File: src/rtl/stb_timer_pkg.sv
// Shared types for the external bus strobe sequencer.
// Assumes offsets never exceed 31 memory-clock cycles (5-bit fields).
package stb_timer_pkg;

    localparam int OFS_W = 5;
    localparam int CFG_W = 16;

    typedef logic [OFS_W-1:0] ofs_t;

    // memory-clock / system-clock ratio codes
    typedef enum logic [1:0] {
        RATIO_1   = 2'b00,
        RATIO_2   = 2'b01,
        RATIO_4   = 2'b10,
        RATIO_RSV = 2'b11
    } ratio_e;

    // decoded timing of one access
    typedef struct packed {
        logic hs;
        ofs_t as_on;
        ofs_t as_off;
        ofs_t en_on;
        ofs_t en_off;
        ofs_t adr_off;
        ofs_t cyc_end;
        ofs_t chk_at;
        logic bus16;
        logic mclk_sync;
    } tcfg_t;

    typedef enum logic [1:0] {
        SEQ_IDLE = 2'd0,
        SEQ_RUN  = 2'd1,
        SEQ_FAIL = 2'd2
    } seq_e;

endpackage

File: src/rtl/stb_cfg_decode.sv
// Decodes the configuration word into per-edge offsets for either timing
// mode and judges whether the request is legal.
// Assumes: purely combinational, evaluated on live inputs at acceptance.
module stb_cfg_decode
    import stb_timer_pkg::*;
#(
    parameter int EN_ON_FIXED = 1
) (
    input  logic [CFG_W-1:0] word,
    input  logic             hs_mode,
    input  logic [1:0]       ratio,
    output tcfg_t            cfg,
    output logic             legal
);

    localparam ofs_t EN_ON_F = ofs_t'(EN_ON_FIXED);
    localparam ofs_t WEN_MIN = ofs_t'(3);

    ofs_t f_asa, f_asn, f_wen;
    ofs_t f_dw, f_ea, f_ae, f_bce, f_ren, f_chk;
    logic ok_fixed, ok_hs;

    // split the word into both views
    always_comb begin
        f_asa = ofs_t'(word[7:6]);
        f_asn = ofs_t'(word[10:8]);
        f_wen = ofs_t'(word[15:11]);
        f_dw  = ofs_t'(word[1:0]);
        f_ea  = ofs_t'(word[3:2]);
        f_ae  = ofs_t'(word[5:4]);
        f_bce = ofs_t'(word[10:6]);
        f_ren = ofs_t'(word[15:11]);
        f_chk = f_ea + f_dw;
    end

    // legality rules per mode
    always_comb begin
        ok_fixed = (f_asn != '0) && (f_asn >= f_asa) &&
                   (f_wen >= WEN_MIN) && (f_wen >= EN_ON_F) &&
                   (ratio != RATIO_RSV);
        ok_hs    = (f_dw != '0) && (f_ea != '0) && (f_bce >= f_ren) &&
                   (f_ren > f_chk) && (ratio == RATIO_4);
        legal    = hs_mode ? ok_hs : ok_fixed;
    end

    // assemble the offsets of the selected mode
    always_comb begin
        cfg.hs = hs_mode;
        if (hs_mode) begin
            cfg.as_on     = '0;
            cfg.as_off    = '0;
            cfg.en_on     = f_ea;
            cfg.en_off    = f_ren;
            cfg.adr_off   = f_ae;
            cfg.cyc_end   = f_bce;
            cfg.chk_at    = f_chk;
            cfg.bus16     = 1'b1;
            cfg.mclk_sync = 1'b1;
        end else begin
            cfg.as_on     = f_asa;
            cfg.as_off    = f_asn;
            cfg.en_on     = EN_ON_F;
            cfg.en_off    = f_wen;
            cfg.adr_off   = f_asn;
            cfg.cyc_end   = f_wen;
            cfg.chk_at    = '0;
            cfg.bus16     = word[4];
            cfg.mclk_sync = word[2];
        end
    end

endmodule

File: src/rtl/stb_window.sv
// One strobe window: high while enabled and on <= cnt < off.
// Assumes the counter only moves forward within an access.
module stb_window
    import stb_timer_pkg::*;
(
    input  logic en,
    input  ofs_t cnt,
    input  ofs_t on_at,
    input  ofs_t off_at,
    output logic active
);

    // compare the counter against both edges
    always_comb begin
        active = en && (cnt >= on_at) && (cnt < off_at);
    end

endmodule

File: src/rtl/stb_sequencer.sv
// Access state machine and cycle counter. Accepts a start while idle,
// counts to the bus-cycle end, stalls at the acknowledge sample point in
// handshaking mode, and spends one cycle in a refusal state for an
// illegal request. Assumes chk_at < cyc_end for any legal access.
module stb_sequencer
    import stb_timer_pkg::*;
(
    input  logic clk,
    input  logic rst_n,
    input  logic start,
    input  logic legal_now,
    input  logic hs,
    input  ofs_t chk_at,
    input  ofs_t cyc_end,
    input  logic ack,
    output ofs_t cnt,
    output logic run,
    output logic fail,
    output logic done,
    output logic accept
);

    seq_e st;
    logic stall;

    // decode state into handshake signals
    always_comb begin
        run    = (st == SEQ_RUN);
        fail   = (st == SEQ_FAIL);
        accept = (st == SEQ_IDLE) && start;
        stall  = hs && (cnt == chk_at) && !ack;
        done   = (run && (cnt == cyc_end)) || fail;
    end

    // advance state and counter
    always_ff @(posedge clk) begin
        if (!rst_n) begin
            st  <= SEQ_IDLE;
            cnt <= '0;
        end else begin
            case (st)
                SEQ_IDLE: begin
                    if (start) begin
                        cnt <= '0;
                        st  <= legal_now ? SEQ_RUN : SEQ_FAIL;
                    end
                end
                SEQ_RUN: begin
                    if (cnt == cyc_end) begin
                        st <= SEQ_IDLE;
                    end else if (!stall) begin
                        cnt <= cnt + ofs_t'(1);
                    end
                end
                SEQ_FAIL: st <= SEQ_IDLE;
                default:  st <= SEQ_IDLE;
            endcase
        end
    end

    AST_DONE_SINGLE: assert property (@(posedge clk) disable iff (!rst_n)
        done |=> !done);
    AST_CNT_BOUND: assert property (@(posedge clk) disable iff (!rst_n)
        run |-> (cnt <= cyc_end));
    AST_BUSY_KEEPS: assert property (@(posedge clk) disable iff (!rst_n)
        (run && start && (cnt != cyc_end)) |=> run);
    AST_ACK_HOLD: assert property (@(posedge clk) disable iff (!rst_n)
        (run && hs && (cnt == chk_at) && !ack) |=> (run && $stable(cnt)));
    AST_FAIL_ONCE: assert property (@(posedge clk) disable iff (!rst_n)
        fail |=> (!fail && !run));

endmodule

File: src/rtl/ext_strobe_timer.sv
// Top of the external bus strobe sequencer. Decodes the configuration,
// captures it at acceptance, runs the cycle counter and derives the
// address strobe, enables and address window from per-edge offsets.
// Assumes clk is the memory clock and inputs are synchronous to it.
module ext_strobe_timer
    import stb_timer_pkg::*;
#(
    parameter int EN_ON_FIXED = 1
) (
    input  logic             clk,
    input  logic             rst_n,
    input  logic             start_i,
    input  logic             write_i,
    input  logic             hs_mode_i,
    input  logic [1:0]       ratio_i,
    input  logic [CFG_W-1:0] cfg_word_i,
    input  logic             ack_i,
    output logic             busy_o,
    output logic             done_o,
    output logic             cfg_err_o,
    output logic             as_o,
    output logic             re_o,
    output logic             we_o,
    output logic             addr_valid_o,
    output logic             bus16_o,
    output logic             mclk_sync_o
);

    localparam int N_WIN = 3;
    localparam int W_AS  = 0;
    localparam int W_EN  = 1;
    localparam int W_ADR = 2;

    tcfg_t cfg_now, cfg_q;
    logic  legal_now;
    logic  wr_q;
    ofs_t  cnt;
    logic  run, fail, done, accept;
    ofs_t  win_on  [N_WIN];
    ofs_t  win_off [N_WIN];
    logic  win_act [N_WIN];

    stb_cfg_decode #(.EN_ON_FIXED(EN_ON_FIXED)) dec_i (
        .word    (cfg_word_i),
        .hs_mode (hs_mode_i),
        .ratio   (ratio_i),
        .cfg     (cfg_now),
        .legal   (legal_now)
    );

    // capture the access setup on the accepting edge
    always_ff @(posedge clk) begin
        if (!rst_n) begin
            cfg_q <= '0;
            wr_q  <= 1'b0;
        end else if (accept) begin
            cfg_q <= cfg_now;
            wr_q  <= write_i;
        end
    end

    stb_sequencer seq_i (
        .clk       (clk),
        .rst_n     (rst_n),
        .start     (start_i),
        .legal_now (legal_now),
        .hs        (cfg_q.hs),
        .chk_at    (cfg_q.chk_at),
        .cyc_end   (cfg_q.cyc_end),
        .ack       (ack_i),
        .cnt       (cnt),
        .run       (run),
        .fail      (fail),
        .done      (done),
        .accept    (accept)
    );

    // edge offsets of each strobe window
    always_comb begin
        win_on[W_AS]   = cfg_q.as_on;
        win_off[W_AS]  = cfg_q.as_off;
        win_on[W_EN]   = cfg_q.en_on;
        win_off[W_EN]  = cfg_q.en_off;
        win_on[W_ADR]  = '0;
        win_off[W_ADR] = cfg_q.adr_off;
    end

    for (genvar g = 0; g < N_WIN; g++) begin : g_win
        stb_window win_i (
            .en     (run),
            .cnt    (cnt),
            .on_at  (win_on[g]),
            .off_at (win_off[g]),
            .active (win_act[g])
        );
    end

    // drive the pins from the windows and state
    always_comb begin
        as_o         = win_act[W_AS];
        re_o         = win_act[W_EN] && !wr_q;
        we_o         = win_act[W_EN] && wr_q;
        addr_valid_o = win_act[W_ADR];
        busy_o       = run || fail;
        done_o       = done;
        cfg_err_o    = fail;
        bus16_o      = run && cfg_q.bus16;
        mclk_sync_o  = run && cfg_q.mclk_sync;
    end

    AST_EN_EXCL: assert property (@(posedge clk) disable iff (!rst_n)
        !(re_o && we_o));
    AST_ERR_QUIET: assert property (@(posedge clk) disable iff (!rst_n)
        cfg_err_o |-> (!as_o && !re_o && !we_o && !addr_valid_o && done_o));
    AST_AS_INSIDE_ADDR: assert property (@(posedge clk) disable iff (!rst_n)
        as_o |-> addr_valid_o);
    AST_HS_NO_AS: assert property (@(posedge clk) disable iff (!rst_n)
        (run && cfg_q.hs) |-> !as_o);

endmodule

File: config.mk
export PLATFORM = sky130hd
export DESIGN_NAME = ext_strobe_timer
export DESIGN_NICKNAME = d
export VERILOG_FILES = /design/src/rtl/stb_timer_pkg.sv /design/src/rtl/stb_cfg_decode.sv /design/src/rtl/stb_window.sv /design/src/rtl/stb_sequencer.sv /design/src/rtl/ext_strobe_timer.sv
export SDC_FILE = /design/constraint.sdc
export NUM_CORES = 1
export LEC_CHECK = 0
export ABC_AREA = 1
export BUFFER_PORTS_ARGS = -buffer_cell sky130_fd_sc_hd__buf_2
export CORE_UTILIZATION = 45
export CTS_BUF_LIST = sky130_fd_sc_hd__clkbuf_16
export DETAILED_ROUTE_END_ITERATION = 6
export PLACE_DENSITY = 0.72
export SLEW_MARGIN = 30
export SYNTH_ARGS = -nofsm -noshare
export SYNTH_HDL_FRONTEND = slang
export SYNTH_SLANG_ARGS = --single-unit
File: constraint.sdc
create_clock -name clk -period 2.1 [get_ports clk]
set_input_delay 0 -clock clk [delete_from_list [all_inputs] [get_ports clk]]
set_output_delay 0 -clock clk [all_outputs]
set_load 0.005 [all_outputs]
Word level (Yosys, flattened, before mapping)
Index checks and enable logic that the tools add are counted.
- reduce and logical (&&, ||, !) cells: 33
- shift operators: 0
- magnitude comparators: 11
- multiplexer cells: 10
- add/sub/neg operators: 2
- $mul: 0
- bitwise logic cells: 0
- equality and inequality tests: 10
- div/mod/pow operators: 0
- operators with widths (cell ; number):
    two-way mux 34 bit ; 1
    logical AND 1 bit ; 22
    >= comparator 5 bit ; 3
    < comparator 5 bit ; 3
    two-way mux 5 bit ; 3
    nonzero test 5 bit ; 3
    equality test 5 bit ; 2
    >= comparator 5 x 1 -> 1 bit, second input constant ; 2
    != test 2 bit, second input constant ; 5
    one-hot mux 5 bit (2 select lines) ; 1
    two-way mux 2 bit ; 3
    adder 5 x 1 -> 5 bit, second input constant ; 1
    >= comparator 5 x 2 -> 1 bit, second input constant ; 1
    greater-than comparator 5 bit ; 1
    equality test 2 bit, second input constant ; 2
    one-hot mux 2 bit (2 select lines) ; 1
    AND reduction 4 bit ; 1
    adder 2 x 2 -> 3 bit ; 1
    >= comparator 3 x 2 -> 1 bit ; 1
    equality test 2 x 1 -> 1 bit, second input constant ; 1
    zero test 1 bit ; 2
    zero test 2 bit ; 1
    logical OR 1 bit ; 2
    AND reduction 2 bit ; 1
    2 further kinds ; 2
- bits of input ports: 24
- memories kept: 0
- latch bits: 0
- register bits after elaboration: 46
- RAM bits: 0
- logic and storage cells: 79
- output and inout bits: 9
- ROM bits: 0

Logic depth before layout (Yosys ltp)
Gate-level depths: netlist (run 1).
- depth in word-level cells: 9
- gate-level depth with buffers: 15
- gate-level depth less buffers: 15

By module
A second synthesis (run 1) with hierarchy kept.
- cells, all modules: 607
- area, all modules: 3724.8 um^2
- by module, submodules not included (module ; cells each ; instances ; seq. area each (um^2) ; area an instance (um^2)):
    ext_strobe_timer ; 257 ; 1 ; 780.7 ; 1641.6
    stb_window ; 43 ; 3 ; 0.0 ; 255.2
    stb_cfg_decode ; 122 ; 1 ; 0.0 ; 681.9
    stb_sequencer ; 99 ; 1 ; 140.1 ; 635.6

Least setup slack after synthesis (run 1)
OpenSTA, ideal clock, no wires.
- path type: in2reg
- start: input cfg_word_i[0]
- end: register seq_i.st[1]
- data arrival time: 1.517 ns
- path buffers: 0
- stages: 15
- required time: 1.971 ns
- setup time: 0.129 ns
- setup slack: 0.454 ns
- cell sequence: ha_1 -> fa_1 -> inv_1 -> ha_1 -> nand2_1 -> inv_1 -> nand3_1 -> nand2_1 -> nand2_1 -> inv_1 -> nand3_1 -> nand2_1 -> nor2_1 -> nor2_1 -> nor2_1
- cells in the longest elaborated chain, start to end: 9
- elaborated cells between the ends (all ways): 11
- classes of those cells: add/sub: 1; order compare: 1; mux: 4; reduce/logical: 5
- ends and longest elaborated chain (what ; RTL line ; text):
    start, declared ; ext_strobe_timer.sv:16 ; input logic [CFG_W-1:0] cfg_word_i,
    parallel branches: the longest is 3 deep, another holds greater-than comparator 5 bit ; -- ;
    logical AND 1 bit * ; stb_cfg_decode.sv:41 ; ok_hs = (f_dw != '0) && (f_ea != '0) && (f_bce >= f_ren) &&
    logical AND 1 bit * ; stb_cfg_decode.sv:42 ; (f_ren > f_chk) && (ratio == RATIO_4);
    two-way mux 1 bit * ; stb_cfg_decode.sv:43 ; legal = hs_mode ? ok_hs : ok_fixed;
    two-way mux 2 bit * ; stb_sequencer.sv:45 ; st <= legal_now ? SEQ_RUN : SEQ_FAIL;
    two-way mux 2 bit * ; stb_sequencer.sv:43 ; if (start) begin
    one-hot mux 2 bit (2 select lines) * ; stb_sequencer.sv:41 ; case (st)
    end signal, assigned ; stb_sequencer.sv:45 ;
    end, declared ; stb_sequencer.sv:23 ; seq_e st;
Every way passes the cells marked *. The select of a mux whose other input is x is not followed.
A chain may end at the register's enable or synchronous reset.

Worst setup path in the final report (run 1)
- start: register seq_i.cnt[0]
- end: output re_o
- cells in the longest elaborated chain, start to end: 4
- elaborated cells between the ends (all ways): 5
- classes of those cells: order compare: 2; reduce/logical: 3
- ends and longest elaborated chain (what ; RTL line ; text):
    start, declared ; stb_sequencer.sv:16 ; output ofs_t cnt,
    start signal, assigned ; stb_sequencer.sv:52 ; cnt <= cnt + ofs_t'(1);
    >= comparator 5 bit ; stb_window.sv:15 ; active = en && (cnt >= on_at) && (cnt < off_at);
    logical AND 1 bit ; stb_window.sv:15 ;
    logical AND 1 bit * ; stb_window.sv:15 ;
    logical AND 1 bit * ; ext_strobe_timer.sv:101 ; re_o = win_act[W_EN] && !wr_q;
    end, declared ; ext_strobe_timer.sv:22 ; output logic re_o,
Every way passes the cells marked *; elsewhere a longest branch is shown, timed or not.

==> metrics.csv, run 1 <==
stage,metric,value,unit
cells_and_area,n_fill_cell,452,
cells_and_area,drive_gt1_frac,0.155,
logic_synthesis,syn-num-nets,369,
cts,clock-sinks,33,
cells_and_area,diodes,0,
route,drt_iter0_markers,99,
floorplanning,die_w,71.7,um
placement,portBuffers,32,
setup_path,cp_max_fo,8,
cells_and_area,multiInputGateArea,1280,um^2
global_routing,grt_pass1_wl,9240,um
floorplanning,rows,24,
placement,dp_hpwl,4070,um
floorplanning,coreArea,4500,um^2
global_routing,grt_max_degree,22,
timing,final_hold_viol_count,2,
worst_hold_path,min_path_type,in -> reg,
global_routing,antenna_found_initial,0,
logic_synthesis,synthCells,318,
power,power_leakage,1.29,nW
timing,fmax,0.524,GHz
logic_synthesis,ys_seq_area_frac,0.302,
timing,setup_viol,0,
cts,numCtsBuffers,5,
timing,period_share,0.910,
floorplanning,ios,33,
cells_and_area,ff_latch_area,661,um^2
global_routing,grt-ovfl-total,0,
global_routing,grtUsageTotal,0.231,
cts,clk_latency,0.28,ns
route,routedWlPerCell,13.1,um
timing,fin_hold_ws,-0.00132,ns
timing,finalSetupTns,0,ns
route,routed_wl,5320,um
placement,dp_cells,396,
cts,path_clk_slew,0.06,ns
power,fin_total_pwr,1.87,mW
route,viasPerCell,5.17,
power,powerDensity,725,nW/um^2
timing,maxSlewViolCount,0,
status,status,finished with violations,
timing,worstMarginPinSlew,0.746,ns
route,vias,2098,
cts,htreeDepth,2,
setup_path,crit_chain,"inv_2, ha_1, inv_1, nand2_1, nand2_1, a311oi_1, o21ai_0, nor2_1, buf_2",
route,route.detailed.drc,0,
setup_path,r2r-start,seq_i.st[1],
floorplanning,start_util,0.486,
route,drt_first_pass_iters,5,
floorplanning,dieArea,5140,um^2
cells_and_area,layoutNonFillerInstCount,406,
worst_hold_path,min_path_cells,3,
cells_and_area,nNetsFinal,404,
timing,slew_headroom,0.502,
setup_path,max_stage_delay,0.46,ns
timing,rsz0062_at_grt,no,
worst_hold_path,hold_start,cfg_word_i[2],
setup_path,criticalPathCategory,reg -> out,
cts,clockBufferDepth,2,
setup_path,cpMostUsedCell,nand2_1,
logic_synthesis,yosys_warnings,0,
timing,period_needed,1.91,ns
setup_path,slowest_stage,dfxtp_1,
flow_run,cap_viol_max_count,0,
setup_path,crit_required,2.10,ns
global_routing,grt_pass1_vias,2052,
power,ir_worst_vdd,0.436,mV
setup_path,timing.rr.end,cfg_q[13],
setup_path,end_kind,output pin,
setup_path,reg2reg_depth,6,
setup_path,setup.worst_path.start_class,flop,
worst_hold_path,whs_endpoint,cfg_q[22],
logic_synthesis,syn_area,2190,um^2
setup_path,worstPathArrival,1.91,ns
timing,skew,0.00501,ns
cts,cts_tree,built,
cells_and_area,area_growth_syn_to_layout,18.0,%
cts,cts_root_buffer,clkbuf_16,
placement,place_congestion,0.885,
logic_synthesis,syn_avg_cell_area,6.88,um^2
status,violations,hold timing,
logic_synthesis,ys_types,32,
setup_path,r2r_setup_slack,0.36,ns
route,ant_nets,0,
floorplanning,die_height,71.7,um
logic_synthesis,synth-seq-cells,33,
==> worst max-delay path by stage <==
stage | end | startpoint | cells past startpoint
detailed placement | seq_i.st[1] | cfg_word_i[0] | 16
global route | re_o | seq_i.cnt[0] | 9
finish | re_o | seq_i.cnt[0] | 9
floorplan | seq_i.st[1] | cfg_word_i[0] | 15
CTS | re_o | seq_i.cnt[0] | 9
global placement | seq_i.st[1] | cfg_word_i[0] | 16
==> cell usage in the layout (no fill, tap or decap), drive strengths merged, types with 5 or more instances in the layout <==
| master | n |
|---|---|
| ha | 26 |
| nor2 | 30 |
| nand3 | 9 |
| o21ai | 14 |
| nand2 | 79 |
| clkbuf | 5 |
| buf | 35 |
| dfxtp | 33 |
| inv | 53 |
| a21oi | 36 |
==> flip-flops by register name (all words and copies together), names as in the netlist <==
name       count
cfg_q         25
seq_i.st       2
seq_i.cnt      5
wr_q           1
==> worst max-delay path, delay by kind of cell, from the launching register on <==
kind                       cells  cell delay [ns]
and+or+nand+nor                3             0.22
AOI/OAI and AO/OA              2             0.36
buffers and inverters          3             0.30
DFF                            1             0.46
adders and majority gates      1             0.30
==> cell usage after synthesis, drive strengths merged <==
cell type  count  area share
nand3          9       0.021
dfxtp         33        0.30
clkbuf         4      0.0069
a21oi         36       0.086
fa             1      0.0092
xnor2          3       0.012
a21o           2      0.0069
o21bai         2      0.0069
nor3           2      0.0046
a311oi         1      0.0040
ha            26        0.15
a221oi         2      0.0080
a31oi          3      0.0086
a22oi          3       0.010
o21ai         14       0.032
a211oi         2      0.0069
nand2         79        0.14
o22ai          1      0.0029
xor2           2      0.0080
nand3b         2      0.0069
buf            5       0.014
inv           53       0.091
nor2          30       0.054
nand4          3       0.011
==> metrics by stage <==
step	cell area [um^2]	utilization	hold slack, ns	setup WS (ns)
floorplan	2190	-	0.138	0.454
global placement	2390	0.531	0.276	0.270
detailed placement	2390	0.531	0.279	0.134
CTS	2580	0.573	0.00281	0.192
global route	2580	0.573	0.0195	0.0635
finish	2580	0.573	-0.00132	0.190
==> kinds of logic (layout without fill, tap and decap cells) <==
kind of cell    Yosys count  after routing  share of synthesized area
compound gates           66             66                      0.172
xor+xnor                  5              5                     0.0200
fa+ha+maj                27             27                      0.158
buf+inv                  62             98                      0.112
flops                    33             33                      0.302
simple gates            125            125                      0.236
==> repair_timing <==
item | 4_1_cts | 5_1_grt
gates resized for setup | 0 | 0
endpoints found under the setup margin | 0 | 0
hold buffers | 2 | 0
setup buffers | 0 | 0
hold endpoints to repair | 2 | 0
==> final cells by class <==
cell class / instances / share of cell area
tap: 52 / 0.0252
clock buffer: 5 / 0.0485
inverter: 53 / 0.0771
timing repair buffer: 37 / 0.0785
sequential: 33 / 0.256
multi-input combinational: 223 / 0.497
clock inverter: 3 / 0.0179
==> power by group <==
part / total (mW) / switching (mW) / internal [mW]
sequential: 0.698 / 0.0263 / 0.671
clock: 0.829 / 0.268 / 0.560
combinational: 0.345 / 0.212 / 0.132
total: 1.87 / 0.507 / 1.36
==> routing by layer <==
layer,vias up,wire length [um],global-route usage
li1,1094,-,-
met1,941,2450,0.293
met2,50,2590,0.388
met3,13,163,0.0281
met4,0,121,0.115
met5,-,0,0
(Power assumes the default switching activity.)
==> run 2, diff against run 1 <==
--- a/config.mk
+++ b/config.mk
@@ -10,8 +10,10 @@
 export CORE_UTILIZATION = 45
 export CTS_BUF_LIST = sky130_fd_sc_hd__clkbuf_16
 export DETAILED_ROUTE_END_ITERATION = 6
-export PLACE_DENSITY = 0.72
+export PLACE_DENSITY = 0.7
+export SETUP_SLACK_MARGIN = 0.1
 export SLEW_MARGIN = 30
 export SYNTH_ARGS = -nofsm -noshare
 export SYNTH_HDL_FRONTEND = slang
+export SYNTH_HIERARCHICAL = 1
 export SYNTH_SLANG_ARGS = --single-unit
==> run 2 against run 1 <==
Against the previous run: the flow now finishes without violations; synthesized cell count up 91%; largest power group is now registers; combinational power up 110%; sequential share of layout area down 2.7 points; cell area up 57%; critical endpoint unchanged; die area up 68%; non-clock buffer count up 3.
==> metrics.csv, run 2 <==
stage,metric,value,unit,change
setup_path,setup.worst_path.start_class,flop,,
logic_synthesis,syn_area,3720,um^2,+70%
timing,maxSlewViolCount,0,,unchanged
logic_synthesis,syn_avg_cell_area,6.14,um^2,-11%
setup_path,cp_max_fo,14,,+6
cts,cts_resized,1,,+1
power,ir_worst_vdd,0.366,mV,-16%
setup_path,worstPathArrival,1.77,ns,-0.14 ns
logic_synthesis,ys_seq_area_frac,0.247,,-0.0548
floorplanning,rows,32,,+33%
global_routing,grt_pass1_wl,13400,um,+45%
route,routedWlPerCell,10.1,um,-23%
cells_and_area,drive_gt1_frac,0.129,,-0.0262
power,power_leakage,2.34,nW,+81%
setup_path,criticalPathCategory,reg -> out,,
cells_and_area,layout_common_cells,"181 x nand2_1, 121 x inv_1, 100 x nor2_1",,
cells_and_area,regMostFlops,cfg_q,,
timing,final_hold_viol_count,0,,-2
floorplanning,start_util,0.475,,-0.0109
cts,cts_root_buffer,clkbuf_16,,
cts,cts_tree,built,,
timing,skew,0.00771,ns,+0.00269 ns
floorplanning,dieArea,8650,um^2,+68%
cts,numCtsBuffers,5,,unchanged
timing,fmax,0.564,GHz,+7.7%
cells_and_area,n_fill_cell,812,,+80%
flow_run,cap_viol_max_count,0,,unchanged
route,routed_wl,7480,um,+41%
global_routing,antenna_found_initial,0,,unchanged
timing,finalSetupTns,0,ns,unchanged
placement,dp_hpwl,5680,um,+39%
placement,place_congestion,0.911,,+2.9%
power,powerDensity,657,nW/um^2,-9.3%
cts,clockBufferDepth,2,,unchanged
timing,period_share,0.845,,-0.0649
global_routing,grt_pass1_vias,3096,,+51%
cells_and_area,largest_reg_flops,38,,+52%
floorplanning,die_w,93.0,um,+30%
setup_path,end_kind,output pin,,
route,viasPerCell,4.43,,-14%
cts,postCtsSetupBuffers,0,,unchanged
logic_synthesis,ys_types,32,,unchanged
timing,rsz0062_at_grt,no,,
status,status,"complete, no violations",,
floorplanning,die_height,93.0,um,+30%
worst_hold_path,min_path_type,in -> reg,,
cts,clk_latency,0.29,ns,about the same
cts,cts_hold_buf,0,,-2
cts,clock-sinks,46,,+39%
floorplanning,coreArea,7850,um^2,+74%
cts,path_clk_slew,0.07,ns,about the same
floorplanning,ios,33,,unchanged
route,vias,3266,,+56%
cells_and_area,nNetsFinal,698,,+73%
timing,period_needed,1.77,ns,-0.136 ns
logic_synthesis,yosys-top-cells-area,"dfxtp_1 25%, nand2_1 18%, ha_1 13%, inv_1 12%, nor2_1 10%",,
cells_and_area,final_util,0.516,,-0.0573
placement,portBuffers,32,,unchanged
logic_synthesis,synth_ff_type,dfxtp_1,,
global_routing,grt_max_degree,41,,+86%
logic_synthesis,synth_edf_count,0,,unchanged
route,ant_nets,0,,unchanged
logic_synthesis,synthCells,607,,+91%
cells_and_area,final_common_cell,nand2_1,,
cells_and_area,diodes,0,,unchanged
logic_synthesis,synth_common_cells,"181 x nand2_1, 122 x inv_1, 100 x nor2_1",,
timing,worstMarginPinSlew,0.522,ns,-0.224 ns
logic_synthesis,synth_top_cell_area_share,0.247,,-0.0548
global_routing,grtUsageTotal,0.191,,-0.0402
logic_synthesis,synth-seq-cells,46,,+39%
logic_synthesis,yosysMostFrequentCell,nand2_1,,
cells_and_area,largestRegisters,"cfg_q: 38 flops, seq_i/cnt: 5 flops, seq_i/st: 2 flops",,
timing,fin_hold_ws,0.000926,ns,+0.00225 ns
cells_and_area,area_growth_syn_to_layout,8.67,%,
route,drt_iter0_markers,87,,-12%
logic_synthesis,synth_largest_area_cell,dfxtp_1,,
setup_path,crit_required,2.10,ns,about the same
cts,htreeDepth,2,,unchanged
power,fin_total_pwr,2.66,mW,+42%
route,route.detailed.drc,0,,unchanged
route,drt_first_pass_iters,4,,-1
logic_synthesis,yosys_warnings,6,,+6
timing,slew_headroom,0.652,,+0.150
timing,setup_viol,0,,unchanged
logic_synthesis,async_reset_ff_frac,0,,unchanged
global_routing,grt-ovfl-total,0,,unchanged
-- run 2: changes by cell type in the layout (fill, tap and decap cells not counted), moves of 5 or more --
cell | previous run | this run
a21oi_1 | 34 | 14
buf_4 | 3 | 8
conb_1 | 0 | 17
dfxtp_1 | 33 | 43
ha_1 | 26 | 39
inv_1 | 49 | 121
inv_2 | 4 | 10
nand2_1 | 76 | 181
nor2_1 | 28 | 100
nor2_4 | 0 | 6
o21ai_0 | 13 | 8
-- run 2: where the power goes --
part | switching, mW | internal (mW)
Clock | 0.347 | 0.564
Combinational | 0.441 | 0.288
Sequential | 0.0647 | 0.956
Total | 0.853 | 1.81
-- run 2: final cells by class --
cell class / instances / area (um^2) / share of cell area
Clock buffer: 5 / 125 / 0.0309
Clock inverter: 3 / 43.8 / 0.0108
Inverter: 131 / 492 / 0.121
Multi-Input combinational cell: 410 / 2110 / 0.522
Sequential cell: 46 / 925 / 0.228
Tap cell: 102 / 128 / 0.0315
Timing Repair Buffer: 40 / 220 / 0.0544
-- run 2: critical path: stages, from the launching register on --
cell and delay (ns):
dfxtp_2 0.52, ha_1 0.30, a21oi_1 0.14, nand2_1 0.07, nand2_1 0.05, nand2_1 0.04
nor2_1 0.13, inv_1 0.05, nor2_1 0.07, buf_2 0.11
-- run 2: cell families (layout without fill, tap and decap cells) --
group,count (synthesis),count (layout),share of synthesized area
simple gates,319,319,0.359
buf+inv,166,179,0.200
flops,46,46,0.247
fa+ha+maj,40,40,0.136
compound gates,30,30,0.0453
xor+xnor,4,4,0.00941
other cells,2,17,0.00202
-- run 2: metrics by stage --
step	worst slack, ns	area (um^2)	std cells
final	0.326	4050	737
after global routing	0.162	4050	737
after CTS	0.178	4050	737
after detailed placement	0.182	3870	729
after global placement	0.247	3870	729
after floorplan	0.432	3780	622
-- run 2: path summary, 6_finish.rpt --
kind	from	to	slack (ns)	cells past startpoint
worst max-delay path	seq_i/cnt[2]	re_o	0.33	9
worst min-delay path	write_i	wr_q	0.0009	5
worst max register to register	seq_i/cnt[3]	seq_i/cnt[0]	0.55	11
worst min register to register	cfg_q[35]	cfg_q[35]	0.47	2
-- run 2: per-layer routing --
layer / part of all wire / track usage / wire length, um
met2: 0.45 / 0.336 / 3380
met3: 0.035 / 0.0301 / 264
met1: 0.49 / 0.231 / 3630
met5: 0 / 0 / 0
met4: 0.028 / 0.0756 / 206
